<file path="src/rtl/pwr_mode_pkg.sv">
package pwr_mode_pkg;

  typedef enum logic [2:0] {
    PM_RUN   = 3'd0,
    PM_DRAIN = 3'd1,
    PM_IDLE  = 3'd2,
    PM_EXIT  = 3'd3,
    PM_SLEEP = 3'd4
  } pm_state_e;

  localparam logic [1:0] PSTAT_RUN   = 2'b00;
  localparam logic [1:0] PSTAT_IDLE  = 2'b01;
  localparam logic [1:0] PSTAT_RSVD  = 2'b10;
  localparam logic [1:0] PSTAT_SLEEP = 2'b11;

endpackage

</file>
<file path="src/rtl/pwr_rst_sync.sv">
module pwr_rst_sync #(
  parameter int STAGES = 2
) (
  input  logic clk_i,
  input  logic rst_ni,
  output logic rst_no
);

  logic [STAGES-1:0] chain_q;

  // assert at once, release after STAGES edges
  always_ff @(posedge clk_i or negedge rst_ni) begin
    if (!rst_ni) begin
      chain_q <= '0;
    end else begin
      chain_q <= {chain_q[STAGES-2:0], 1'b1};
    end
  end

  assign rst_no = chain_q[STAGES-1];

endmodule

</file>
<file path="src/rtl/pwr_pin_sync.sv">
module pwr_pin_sync #(
  parameter int WIDTH  = 2,
  parameter int STAGES = 2
) (
  input  logic             clk_i,
  input  logic             rst_ni,
  input  logic [WIDTH-1:0] pin_i,
  output logic [WIDTH-1:0] pin_o
);

  // one shift chain per pin; resets to the inactive (high) level
  for (genvar b = 0; b < WIDTH; b++) begin : g_bit
    logic [STAGES-1:0] sh_q;

    always_ff @(posedge clk_i or negedge rst_ni) begin
      if (!rst_ni) begin
        sh_q <= '1;
      end else begin
        sh_q <= {sh_q[STAGES-2:0], pin_i[b]};
      end
    end

    assign pin_o[b] = sh_q[STAGES-1];
  end

endmodule

</file>
<file path="src/rtl/pwr_exit_timer.sv">
module pwr_exit_timer #(
  parameter int CYCLES = 10
) (
  input  logic clk_i,
  input  logic rst_ni,
  input  logic start_i,
  output logic done_o
);

  localparam int              CW   = (CYCLES > 1) ? $clog2(CYCLES) : 1;
  localparam logic [CW-1:0]   LOAD = CW'(CYCLES - 1);

  logic [CW-1:0] cnt_q, cnt_d;
  logic          run_q, run_d;

  always_comb begin
    cnt_d = cnt_q;
    run_d = run_q;
    if (start_i) begin
      run_d = 1'b1;
      cnt_d = LOAD;
    end else if (run_q) begin
      if (cnt_q == '0) begin
        run_d = 1'b0;
      end else begin
        cnt_d = cnt_q - 1'b1;
      end
    end
  end

  always_ff @(posedge clk_i or negedge rst_ni) begin
    if (!rst_ni) begin
      cnt_q <= '0;
      run_q <= 1'b0;
    end else begin
      cnt_q <= cnt_d;
      run_q <= run_d;
    end
  end

  assign done_o = run_q && (cnt_q == '0);

endmodule

</file>
<file path="src/rtl/pwr_mode_fsm.sv">
module pwr_mode_fsm
  import pwr_mode_pkg::*;
(
  input  logic       clk_i,
  input  logic       rst_ni,
  input  logic       enter_req_i,
  input  logic [1:0] target_i,
  input  logic       drained_i,
  input  logic       wake_evt_i,
  input  logic       exit_done_i,
  output logic       exit_start_o,
  output logic [1:0] status_o,
  output logic       core_clk_en_o,
  output logic       pll_en_o,
  output logic       wake_o
);

  pm_state_e  state_q, state_d;
  logic [1:0] tgt_q;
  logic       tgt_ld;
  logic       wake_q, wake_d;
  logic       req_ok;

  // only the two low-power codes are accepted
  assign req_ok = enter_req_i &&
                  ((target_i == PSTAT_IDLE) || (target_i == PSTAT_SLEEP));

  always_comb begin
    state_d      = state_q;
    tgt_ld       = 1'b0;
    wake_d       = 1'b0;
    exit_start_o = 1'b0;
    case (state_q)
      PM_RUN: begin
        if (req_ok) begin
          state_d = PM_DRAIN;
          tgt_ld  = 1'b1;
        end
      end
      PM_DRAIN: begin
        if (drained_i) begin
          state_d = (tgt_q == PSTAT_SLEEP) ? PM_SLEEP : PM_IDLE;
        end
      end
      PM_IDLE: begin
        if (wake_evt_i) begin
          state_d      = PM_EXIT;
          exit_start_o = 1'b1;
        end
      end
      PM_EXIT: begin
        if (exit_done_i) begin
          state_d = PM_RUN;
          wake_d  = 1'b1;
        end
      end
      PM_SLEEP: state_d = PM_SLEEP;
      default:  state_d = PM_RUN;
    endcase
  end

  always_ff @(posedge clk_i or negedge rst_ni) begin
    if (!rst_ni) begin
      state_q <= PM_RUN;
      wake_q  <= 1'b0;
    end else begin
      state_q <= state_d;
      wake_q  <= wake_d;
    end
  end

  always_ff @(posedge clk_i or negedge rst_ni) begin
    if (!rst_ni) begin
      tgt_q <= PSTAT_RUN;
    end else if (tgt_ld) begin
      tgt_q <= target_i;
    end
  end

  always_comb begin
    status_o      = PSTAT_RUN;
    core_clk_en_o = 1'b1;
    pll_en_o      = 1'b1;
    case (state_q)
      PM_IDLE, PM_EXIT: begin
        status_o      = PSTAT_IDLE;
        core_clk_en_o = 1'b0;
      end
      PM_SLEEP: begin
        status_o      = PSTAT_SLEEP;
        core_clk_en_o = 1'b0;
        pll_en_o      = 1'b0;
      end
      default: ;
    endcase
  end

  assign wake_o = wake_q;

endmodule

</file>
<file path="src/rtl/pwr_mode_seq.sv">
module pwr_mode_seq #(
  parameter int EXIT_CYCLES = 10,
  parameter int SYNC_STAGES = 2,
  parameter int RST_STAGES  = 2
) (
  input  logic       clk_i,
  input  logic       rst_ni,
  input  logic       enter_req_i,
  input  logic [1:0] target_mode_i,
  input  logic       drained_i,
  input  logic       fiq_ni,
  input  logic       irq_ni,
  input  logic       fiq_mask_i,
  input  logic       irq_mask_i,
  output logic [1:0] status_o,
  output logic       core_clk_en_o,
  output logic       pll_en_o,
  output logic       wake_o,
  output logic       fiq_mask_o,
  output logic       irq_mask_o
);

  localparam int NPINS = 2;

  logic             rst_n;
  logic [NPINS-1:0] pins_sync;
  logic             wake_evt;
  logic             exit_start;
  logic             exit_done;

  pwr_rst_sync #(.STAGES(RST_STAGES)) u_rst (
    .clk_i  (clk_i),
    .rst_ni (rst_ni),
    .rst_no (rst_n)
  );

  pwr_pin_sync #(.WIDTH(NPINS), .STAGES(SYNC_STAGES)) u_pins (
    .clk_i  (clk_i),
    .rst_ni (rst_n),
    .pin_i  ({irq_ni, fiq_ni}),
    .pin_o  (pins_sync)
  );

  // any pin low wakes; masks are deliberately not consulted
  assign wake_evt = ~&pins_sync;

  pwr_exit_timer #(.CYCLES(EXIT_CYCLES)) u_timer (
    .clk_i   (clk_i),
    .rst_ni  (rst_n),
    .start_i (exit_start),
    .done_o  (exit_done)
  );

  pwr_mode_fsm u_fsm (
    .clk_i         (clk_i),
    .rst_ni        (rst_n),
    .enter_req_i   (enter_req_i),
    .target_i      (target_mode_i),
    .drained_i     (drained_i),
    .wake_evt_i    (wake_evt),
    .exit_done_i   (exit_done),
    .exit_start_o  (exit_start),
    .status_o      (status_o),
    .core_clk_en_o (core_clk_en_o),
    .pll_en_o      (pll_en_o),
    .wake_o        (wake_o)
  );

  assign fiq_mask_o = fiq_mask_i;
  assign irq_mask_o = irq_mask_i;

endmodule

</file>
<file path="config.mk">
export PLATFORM = sky130hd
export DESIGN_NAME = pwr_mode_seq
export DESIGN_NICKNAME = d
export VERILOG_FILES = /design/src/rtl/pwr_mode_pkg.sv /design/src/rtl/pwr_rst_sync.sv /design/src/rtl/pwr_pin_sync.sv /design/src/rtl/pwr_exit_timer.sv /design/src/rtl/pwr_mode_fsm.sv /design/src/rtl/pwr_mode_seq.sv
export SDC_FILE = /design/constraint.sdc
export NUM_CORES = 1
export LEC_CHECK = 0
export BUFFER_PORTS_ARGS = -buffer_cell sky130_fd_sc_hd__buf_2
export CORE_ASPECT_RATIO = 1.1
export CORE_MARGIN = 4
export CORE_UTILIZATION = 50
export CTS_CLUSTER_SIZE = 20
export DETAILED_ROUTE_END_ITERATION = 16
export PLACE_DENSITY_LB_ADDON = 0.2
export SETUP_SLACK_MARGIN = 0.4
export SLEW_MARGIN = 20
export SYNTH_ARGS = -nofsm -noshare
export SYNTH_HDL_FRONTEND = slang
export SYNTH_SLANG_ARGS = --single-unit
</file>
<file path="constraint.sdc">
create_clock -name clk_i -period 1.3 [get_ports clk_i]
set_input_delay 0.065 -clock clk_i [delete_from_list [all_inputs] [get_ports clk_i]]
set_output_delay 0.065 -clock clk_i [all_outputs]
set_load 0.05 [all_outputs]
</file>
After elaboration in Yosys (flattened, before gate mapping)
Index checks and enable logic that the tools add are counted.
- register bits after elaboration: 17
- bits in latches: 0
- bits in writable memories: 0
- bits in read-only memories: 0
- memories: 0
- add/sub/neg operators: 1
- multipliers: 0
- divide/modulo/power cells: 0
- order comparisons: 0
- equality and inequality tests: 12
- shift-type cells: 0
- mux-type cells: 21
- bitwise gates (word level): 0
- reductions and logical operators: 11
- operator list (operator ; number):
    $mux 3 ; 5
    $pmux 3 s5 ; 1
    $mux 4 ; 3
    $mux 1 ; 11
    $ne 2x2->1 const B ; 4
    $eq 3x2->1 const B ; 2
    $eq 2x2->1 const B ; 2
    $logic_not 4->1 ; 1
    $pmux 2 s2 ; 1
    $reduce_and 2->1 ; 2
    $reduce_and 4->1 ; 1
    $sub 4x1->4 const B ; 1
    $eq 3x1->1 const B ; 1
    $eq 3x3->1 const B ; 1
    $logic_not 3->1 ; 1
    $reduce_or 3->1 ; 1
    $eq 2x1->1 const B ; 1
    $logic_and 1x1->1 ; 2
    $ne 2x1->1 const B ; 1
    $reduce_bool 2->1 ; 1
    $reduce_or 2->1 ; 1
    $logic_or 1x1->1 ; 1

Longest topological paths before layout
Gate-level depths: netlist of run 1.
- word-level depth: 5
- depth in mapped cells: 5
- gate-level depth less buffers: 5

Cells and area by module
From an unflattened synthesis of run 1, not the netlist that was laid out.
- cells, all modules: 68
- area, all modules: 778.2 um^2
- modules (own cells, without submodules) (module ; instances ; cells each ; area each (um^2) ; sequential area each (um^2)):
    pwr_mode_fsm ; 1 ; 30 ; 310.3 ; 150.1
    pwr_exit_timer ; 1 ; 26 ; 275.3 ; 125.1
    pwr_pin_sync ; 1 ; 6 ; 120.1 ; 105.1
    pwr_rst_sync ; 1 ; 3 ; 53.8 ; 50.0
    pwr_mode_seq ; 1 ; 3 ; 18.8 ; 0.0

Worst setup path before layout of run 1
OpenSTA, ideal clock, no wires.
- path kind: register -> output
- start: register u_fsm.state_q[0]
- end: output port core_clk_en_o
- arrival time: 1.893 ns
- data required time: 1.235 ns
- slack: -0.658 ns
- cell stages (with the launch flop): 5
- path buffers: 1
- path through: dfrtp_1 buf_6 or3b_2 nand2_1 inv_1
- longest elaborated chain between the ends: 3
- ends and longest elaborated chain (what ; RTL line ; text):
    from (decl) ; pwr_mode_fsm.sv:18 ; pm_state_e state_q, state_d;
    from (signal assigned) ; pwr_mode_fsm.sv:67 ; state_q <= state_d;
    $eq 3x2->1 or $eq 3x3->1 (tied branches) ; pwr_mode_fsm.sv:84 ; case (state_q)
    $reduce_or 3->1 (no source line) (*) ; - ;
    $mux 1 (*) ; pwr_mode_fsm.sv:84 ;
    to (decl) ; pwr_mode_seq.sv:16 ; output logic core_clk_en_o,
Every way passes the cells marked *; elsewhere a longest branch is shown, timed or not.

Worst setup path after layout of run 1
- start: register u_fsm.state_q[2]
- end: output port core_clk_en_o
Same word-level chain as after synthesis.

==> results by group, run 1 <==
Job
  – Count of maximum capacitance violations: 0

Critical path
  – Critical path start-end classification: reg2out
  – Data required time at the worst endpoint: 1240 ps
  – Critical Path Source: u_fsm.state_q[2]$_DFFE_PN0P_
  – Setup crit end kind: primary output
  – Critical path data arrival time: 1480 ps
  – Maximum fanout along the worst path: 3
  – Worst r2r src: u_timer.cnt_q[0]$_DFFE_PN0P_
  – Startpoint types: flip-flop

STA
  – Final period utilization: 119%
  – Final number of hold-violating endpoints: 0
  – Slew at the pin closest to its max-slew limit: 592 ps
  – Final Max Tran Viols: 0
  – Final-report setup violation count: 13
  – Slack of the critical path: -245 ps
  – Clock period minus final worst setup slack: 1550 ps
  – Worst Skew: 2.08 ps
  – Max-Slew Margin vs Limit: 60.5%
  – Setup repair after global routing missed its margin: true
  – Peak clock frequency supported by timing: 0.647 GHz
  – Worst hold slack after final layout: 68.3 ps

Run status
  – Run status: complete, but fails checks
  – Violated checks: negative setup slack

Yosys
  – Number of register bits inferred by synthesis: 17
  – Area fraction in compound gates after synthesis: 9.97%
  – Number of nets in the synthesized netlist: 75
  – Xor and xnor area share after synthesis: 0%
  – Synthesized cell area: 753 sq um
  – Cell taking the most area after synthesis: dfrtp_1
  – Area fraction of the dominant cell type after synthesis: 43.2%
  – Mapped Cells: 63
  – Post-synthesis share of cell area spent on and, or, nand and nor gates: 18.8%
  – Portion of netlist area occupied by mux cells: 4.82%
  – Combinational family with the most area after synthesis: simple AND/OR/NAND/NOR gates
  – Number of unique standard cell types used by synthesis: 32
  – Yosys warning count: 0
  – Synth area leaders: dfrtp_1, dfstp_2, ha_1
  – Avg Inst Size Synth: 12.0 sq um
  – Area share of fa/ha/maj cells after synthesis: 3.32%
  – Sequential element share of the synthesized area: 57.1%

Finish
  – Filler instances: 90
  – Ratio of cells with drive above 1 in the final layout: 59.8%
  – Count of nets after finishing: 110
  – Final std cell area, no fill: 1130 sq um
  – # diodes: 0
  – Total area of sequential cells: 430 sq um
  – Multi-input gate area in the final layout: 369 sq um
  – Area grow syn2layout: 50.3%

Pwr
  – Internal Dissipation: 1.64 mW
  – Pwr dens: 2350 nW/um^2
  – Logic pwr share: 57.8%
  – Sequential Power Share: 31.2%
  – Lkg Pwr: 0.512 nW
  – Worst supply voltage drop on vdd: 1.39 mV
  – Switching share of power: 38.4%
  – Net switching power: 1.02 mW
  – Part of the total power dissipated in the clock network: 11.0%

Detailed routing
  – Number of DRC violations after detailed-routing iteration 0: 6
  – Routed wirelength normalized by instance count: 14.2 microns
  – DR vias/cell: 5.21
  – Final routed wirelength across all metal layers: 1600 microns
  – Vias post-DR: 589
  – DR DRC count: 0
  – Pre-Repair DR Iteration Count: 3
  – Count of nets left with antenna violations after detail routing: 0

Floorplanning
  – Top-level I/O count: 17
  – Height of the die: 48.7 microns
  – Standard-cell rows: 14
  – Horizontal die dimension: 45.0 microns
  – Initial standard-cell utilization of the core: 53.7%
  – Total Die Area: 2190 sq um
  – Std-Cell Core Area: 1400 sq um

Global routing
  – First-pass GRT wire length: 2630 microns
  – Total global-route track usage: 16.5%
  – Remaining global-route overflow: 0
  – Via count of the first global-routing pass: 637
  – Maximum number of pins on one net before global-route repair: 16
  – Antenna violations before repair: 0

Clock tree
  – Reg clk slew, reported paths: 100 ps
  – Clock insertion delay at the later pin of the skew report: 290 ps
  – H-tree depth: 1
  – CTS Buf Count: 3
  – Sink Count: 17
  – Cell chosen for the clock root: clkbuf_4
  – TritonCTS clock tree: yes
  – Clock tree buffer depth: 2

Placement
  – Routability congestion estimate: 0.828
  – Total half-perimeter wirelength after legalization and detailed placement: 1050 microns
  – I/O Buffers: 12
  – Post-placement cell area: 937 sq um

Hold path
  – Class of the most critical hold timing path: in2async
==> layout by cell type, fill, tap and decap left out, types with 2 or more instances in the layout <==
cell and count:
buf_4 15, or3b_4 2, dfrtp_1 13, nand2_1 3
buf_6 5, clkbuf_4 3, inv_2 3, ha_4 2
nor2_1 3, a21oi_2 2, a32o_1 2, dlygate4sd3_1 4
mux2_4 2, dfstp_2 4, buf_2 8, clkinvlp_4 2
==> critical path: stages (launching register included) <==
cell and delay [ps]:
dfrtp_1 380, buf_6 100, or3b_4 420, nand2_8 80, clkinvlp_4 70, buf_6 150
==> cell families after synthesis <==
group,count (synthesis)
DFF,17
AOI/OAI and AO/OA,10
other,1
muxes,3
adders and majority gates,2
buffers and inverters,7
and+or+nand+nor,23
==> power by group through the flow <==
stage | sequential, mW | combinational, mW | clock, mW
6_report | 0.829 | 1.54 | 0.292
3_5_place_dp | 0.827 | 1.18 | 0
4_1_cts | 0.828 | 1.43 | 0.300
5_1_grt | 0.850 | 1.64 | 0.327
3_3_place_gp | 0.818 | 1.15 | 0
2_1_floorplan | 0.838 | 0.798 | 0
==> synth_stat cells (all sizes together) <==
library cell	count
a211o	1
a211oi	1
a21o	1
a21oi	3
a311oi	1
a32o	2
and3	1
buf	3
conb	1
dfrtp	13
dfstp	4
ha	2
inv	4
mux2	2
mux2i	1
nand2	5
nand2b	1
nand4	1
nand4b	1
nor2	3
nor2b	2
nor3	1
nor3b	1
o21bai	1
or2	1
or2b	1
or3	1
or3b	2
or4	1
or4b	1
==> metrics by stage <==
stage               worst slack [ps]  utilization, %  setup TNS (ps)  cells  power [mW]
global placement               -78.7            66.9            -205    100        1.97
detailed placement              -151            66.9            -509    100        2.00
global route                    -299            80.8           -2190    113        2.82
finish                          -245            80.8           -1400    113        2.66
CTS                             -251            78.0           -1270    111        2.56
floorplan                       -144               -            -421     63        1.64
==> cell type report <==
type / instances / area share (%)
clock buffer: 3 / 1.99
timing repair buffer: 33 / 23.3
tap: 16 / 1.77
inverter: 4 / 1.66
clock inverter: 1 / 0.663
multi-input combinational: 39 / 32.6
sequential: 17 / 38.0
==> final timing paths <==
check,endpoint,slack [ps],cells after the start
min,u_rst.chain_q[0]$_DFF_PN0_,70,2
max reg2reg,u_timer.cnt_q[0]$_DFFE_PN0P_,-120,5
min reg2reg,u_timer.run_q$_DFF_PN0_,250,0
max,core_clk_en_o,-250,5
min in group clk_i,u_fsm.state_q[1]$_DFFE_PN0P_,70,2
max in group asynchronous,u_timer.cnt_q[2]$_DFFE_PN0P_,670,0
==> layer usage <==
| metal | GRT usage [%] | vias to the layer above | share of wire (%) |
|---|---|---|---|
| met4 | 11.7 | 0 | 2.5 |
| met1 | 19.2 | 285 | 41 |
| met2 | 26.4 | 11 | 53 |
| met5 | 0 | - | 0 |
| li1 | - | 289 | - |
| met3 | 2.59 | 4 | 3.2 |
==> state kept, by name, indices dropped and copies added (netlist names) <==
register           flops
u_fsm.state_q          3
u_fsm.tgt_q            2
u_fsm.wake_o           1
u_pins.g_bit.sh_q      4
u_rst.chain_q          2
u_timer.cnt_q          4
u_timer.run_q          1
==> what timing repair did <==
| item | 4_1_cts | 5_1_grt |
|---|---|---|
| endpoints found under the hold margin | 5 | 0 |
| hold buffers | 4 | 0 |
| resized for setup | 19 | 5 |
| pin swaps | 5 | 4 |
| setup buffers | 3 | 2 |
| setup endpoints to repair | 16 | 16 |
Note: power is estimated with default switching activity, not from simulation.
==> run 2, diff against run 1 <==
--- a/config.mk
+++ b/config.mk
@@ -12,6 +12,7 @@
 export CTS_CLUSTER_SIZE = 20
 export DETAILED_ROUTE_END_ITERATION = 16
 export PLACE_DENSITY_LB_ADDON = 0.2
+export RECOVER_POWER = 50
 export SETUP_SLACK_MARGIN = 0.4
 export SLEW_MARGIN = 20
 export SYNTH_ARGS = -nofsm -noshare
==> results by group, run 2 (synthesis results as in run 1) <==
Finish
  – # diodes: 0 (unchanged)
  – Ratio of cells with drive above 1 in the final layout: 58.8% (was 59.8%)
  – Layout Utilization: 80.7% (was 80.8%)
  – Regs by FF count: u_pins.g_bit.sh_q (4), u_timer.cnt_q (4), u_fsm.state_q (3) (unchanged)
  – Area grow syn2layout: 50.2% (was 50.3%)
  – Count of non-filler cells in the finished layout: 113 (unchanged)
  – Filler instances: 90 (unchanged)
  – Count of nets after finishing: 110 (unchanged)
  – Most frequent standard cell in the layout excluding fill and tap cells: buf_4 (unchanged)
  – Commonest non-fill, non-tap cells in the layout: buf_4, dfrtp_1, buf_2 (unchanged)

STA
  – Max-Slew Margin vs Limit: 60.5% (about the same)
  – Clock period minus final worst setup slack: 1550 ps (unchanged)
  – Setup TNS: -1400 ps (about the same)
  – Peak clock frequency supported by timing: 0.647 GHz (unchanged)
  – Worst Skew: 1.82 ps (was 2.08 ps)
  – Slack of the critical path: -245 ps (unchanged)
  – Setup repair after global routing missed its margin: true (unchanged)
  – Final number of hold-violating endpoints: 0 (unchanged)
  – Final Max Tran Viols: 0 (unchanged)
  – Slew at the pin closest to its max-slew limit: 592 ps (about the same)
  – Final period utilization: 119% (unchanged)
  – Final-report setup violation count: 13 (unchanged)

Placement
  – Routability congestion estimate: 0.828 (unchanged)
  – Total half-perimeter wirelength after legalization and detailed placement: 1050 microns (unchanged)
  – Number of placed instances with taps included: 100 (unchanged)
  – I/O Buffers: 12 (unchanged)

Pwr
  – Sequential Power Share: 31.2% (about the same)
  – Part of the total power dissipated in the clock network: 11.0% (about the same)
  – Switching share of power: 38.4% (about the same)
  – Internal Dissipation: 1.64 mW (about the same)
  – Net switching power: 1.02 mW (about the same)
  – Pwr dens: 2350 nW/um^2 (about the same)
  – Logic pwr share: 57.8% (about the same)
  – Worst supply voltage drop on vdd: 1.39 mV (about the same)
  – Lkg Pwr: 0.509 nW (was 0.512 nW)

Detailed routing
  – Number of DRC violations after detailed-routing iteration 0: 6 (unchanged)
  – Pre-Repair DR Iteration Count: 3 (unchanged)
  – Vias post-DR: 589 (unchanged)
  – DR vias/cell: 5.21 (unchanged)
  – DR DRC count: 0 (unchanged)
  – Final routed wirelength across all metal layers: 1600 microns (about the same)
  – Routed wirelength normalized by instance count: 14.2 microns (about the same)
  – Count of nets left with antenna violations after detail routing: 0 (unchanged)

Floorplanning
  – Total Die Area: 2190 sq um (unchanged)
  – Std-Cell Core Area: 1400 sq um (unchanged)
  – Initial standard-cell utilization of the core: 53.7% (unchanged)
  – Standard-cell rows: 14 (unchanged)
  – Height of the die: 48.7 microns (unchanged)
  – Top-level I/O count: 17 (unchanged)
  – Horizontal die dimension: 45.0 microns (unchanged)

Critical path
  – Critical path data arrival time: 1480 ps (about the same)
  – Worst reg2reg path depth: 5 (unchanged)
  – Critical path start-end classification: reg2out (unchanged)
  – Setup slack on the worst flop-to-flop path: -120 ps (about the same)
  – Worst r2r dst: u_timer.cnt_q[0]$_DFFE_PN0P_ (unchanged)
  – Startpoint types: flip-flop (unchanged)
  – Data required time at the worst endpoint: 1240 ps (about the same)
  – Worst r2r src: u_timer.cnt_q[0]$_DFFE_PN0P_ (unchanged)
  – Maximum fanout along the worst path: 3 (unchanged)
  – Setup crit end kind: primary output (unchanged)

Clock tree
  – TritonCTS clock tree: yes (unchanged)
  – Clock tree buffer depth: 2 (unchanged)
  – Sink Count: 17 (unchanged)
  – H-tree depth: 1 (unchanged)
  – Cell chosen for the clock root: clkbuf_4 (unchanged)
  – Clock insertion delay at the later pin of the skew report: 290 ps (about the same)
  – CTS Buf Count: 3 (unchanged)
  – Reg clk slew, reported paths: 100 ps (about the same)

Global routing
  – First-pass GRT wire length: 2630 microns (unchanged)
  – Via count of the first global-routing pass: 637 (unchanged)
  – Maximum number of pins on one net before global-route repair: 16 (unchanged)
  – Remaining global-route overflow: 0 (unchanged)
  – Total global-route track usage: 16.5% (unchanged)
  – Antenna violations before repair: 0 (unchanged)

Job
  – Count of maximum capacitance violations: 0 (unchanged)

Run status
  – Violated checks: negative setup slack (unchanged)
  – Run status: complete, but fails checks (unchanged)

Hold path
  – Class of the most critical hold timing path: in2async (unchanged)
==> run 2: cell count changes in the layout (fill, tap and decap cells not counted) <==
cell	delta
buf_2	-1
clkbuf_1	+1
==> run 2: layout make-up <==
class	count	area (sq um)	share of cell area, %
Multi-Input combinational cell	39	369	32.6
Timing Repair Buffer	33	263	23.2
Sequential cell	17	430	38.1
Tap cell	16	20.0	1.77
Clock buffer	3	22.5	1.99
Inverter	4	18.8	1.66
Clock inverter	1	7.51	0.664
==> run 2: worst max path at each step <==
stage / slack [ps] / end / startpoint
after floorplan: -140 / core_clk_en_o / u_fsm.state_q[0]$_DFFE_PN0P_
after global placement: -80 / u_timer.cnt_q[1]$_DFFE_PN0P_ / u_timer.cnt_q[1]$_DFFE_PN0P_
after detailed placement: -150 / u_timer.cnt_q[1]$_DFFE_PN0P_ / u_timer.cnt_q[0]$_DFFE_PN0P_
after CTS: -250 / core_clk_en_o / u_fsm.state_q[2]$_DFFE_PN0P_
after global routing: -300 / core_clk_en_o / u_fsm.state_q[2]$_DFFE_PN0P_
final: -250 / core_clk_en_o / u_fsm.state_q[2]$_DFFE_PN0P_
==> run 2: what timing repair did <==
item / CTS / global route
gates cloned: 0 / 0
setup endpoints to repair: 16 / 16
endpoints found under the hold margin: 5 / 0
gates resized for setup: 19 / 5
pin swaps: 5 / 4
buffers inserted: 3 / 2
hold buffers: 4 / 0
==> run 2: routing by layer <==
metal	global-route usage [%]	routed length, microns
met5	0	0
met4	11.7	40
met2	26.4	849
met1	19.2	656
met3	2.59	52
==> run 2: critical path: stages (launching register included) <==
cell and delay, ps:
dfrtp_1 380, buf_6 100, or3b_4 420, nand2_8 80
clkinvlp_4 70, buf_6 150
==> run 2: through the flow <==
| stage | worst slack, ps | instance area, sq um | total power, mW | hold WS (ps) |
|---|---|---|---|---|
| after global placement | -78.7 | 937 | 1.97 | -150 |
| after detailed placement | -151 | 937 | 2.00 | -149 |
| final | -245 | 1130 | 2.66 | 68.1 |
| after global routing | -299 | 1130 | 2.82 | 64.7 |
| after CTS | -251 | 1090 | 2.56 | 61.4 |
| after floorplan | -144 | 793 | 1.64 | -231 |
==> run 2: power by group through the flow <==
stage	sequential [mW]	clock, mW	combinational, mW
after global routing	0.850	0.327	1.64
after detailed placement	0.827	0	1.18
after floorplan	0.838	0	0.798
after global placement	0.818	0	1.15
after CTS	0.828	0.300	1.43
final	0.829	0.291	1.54
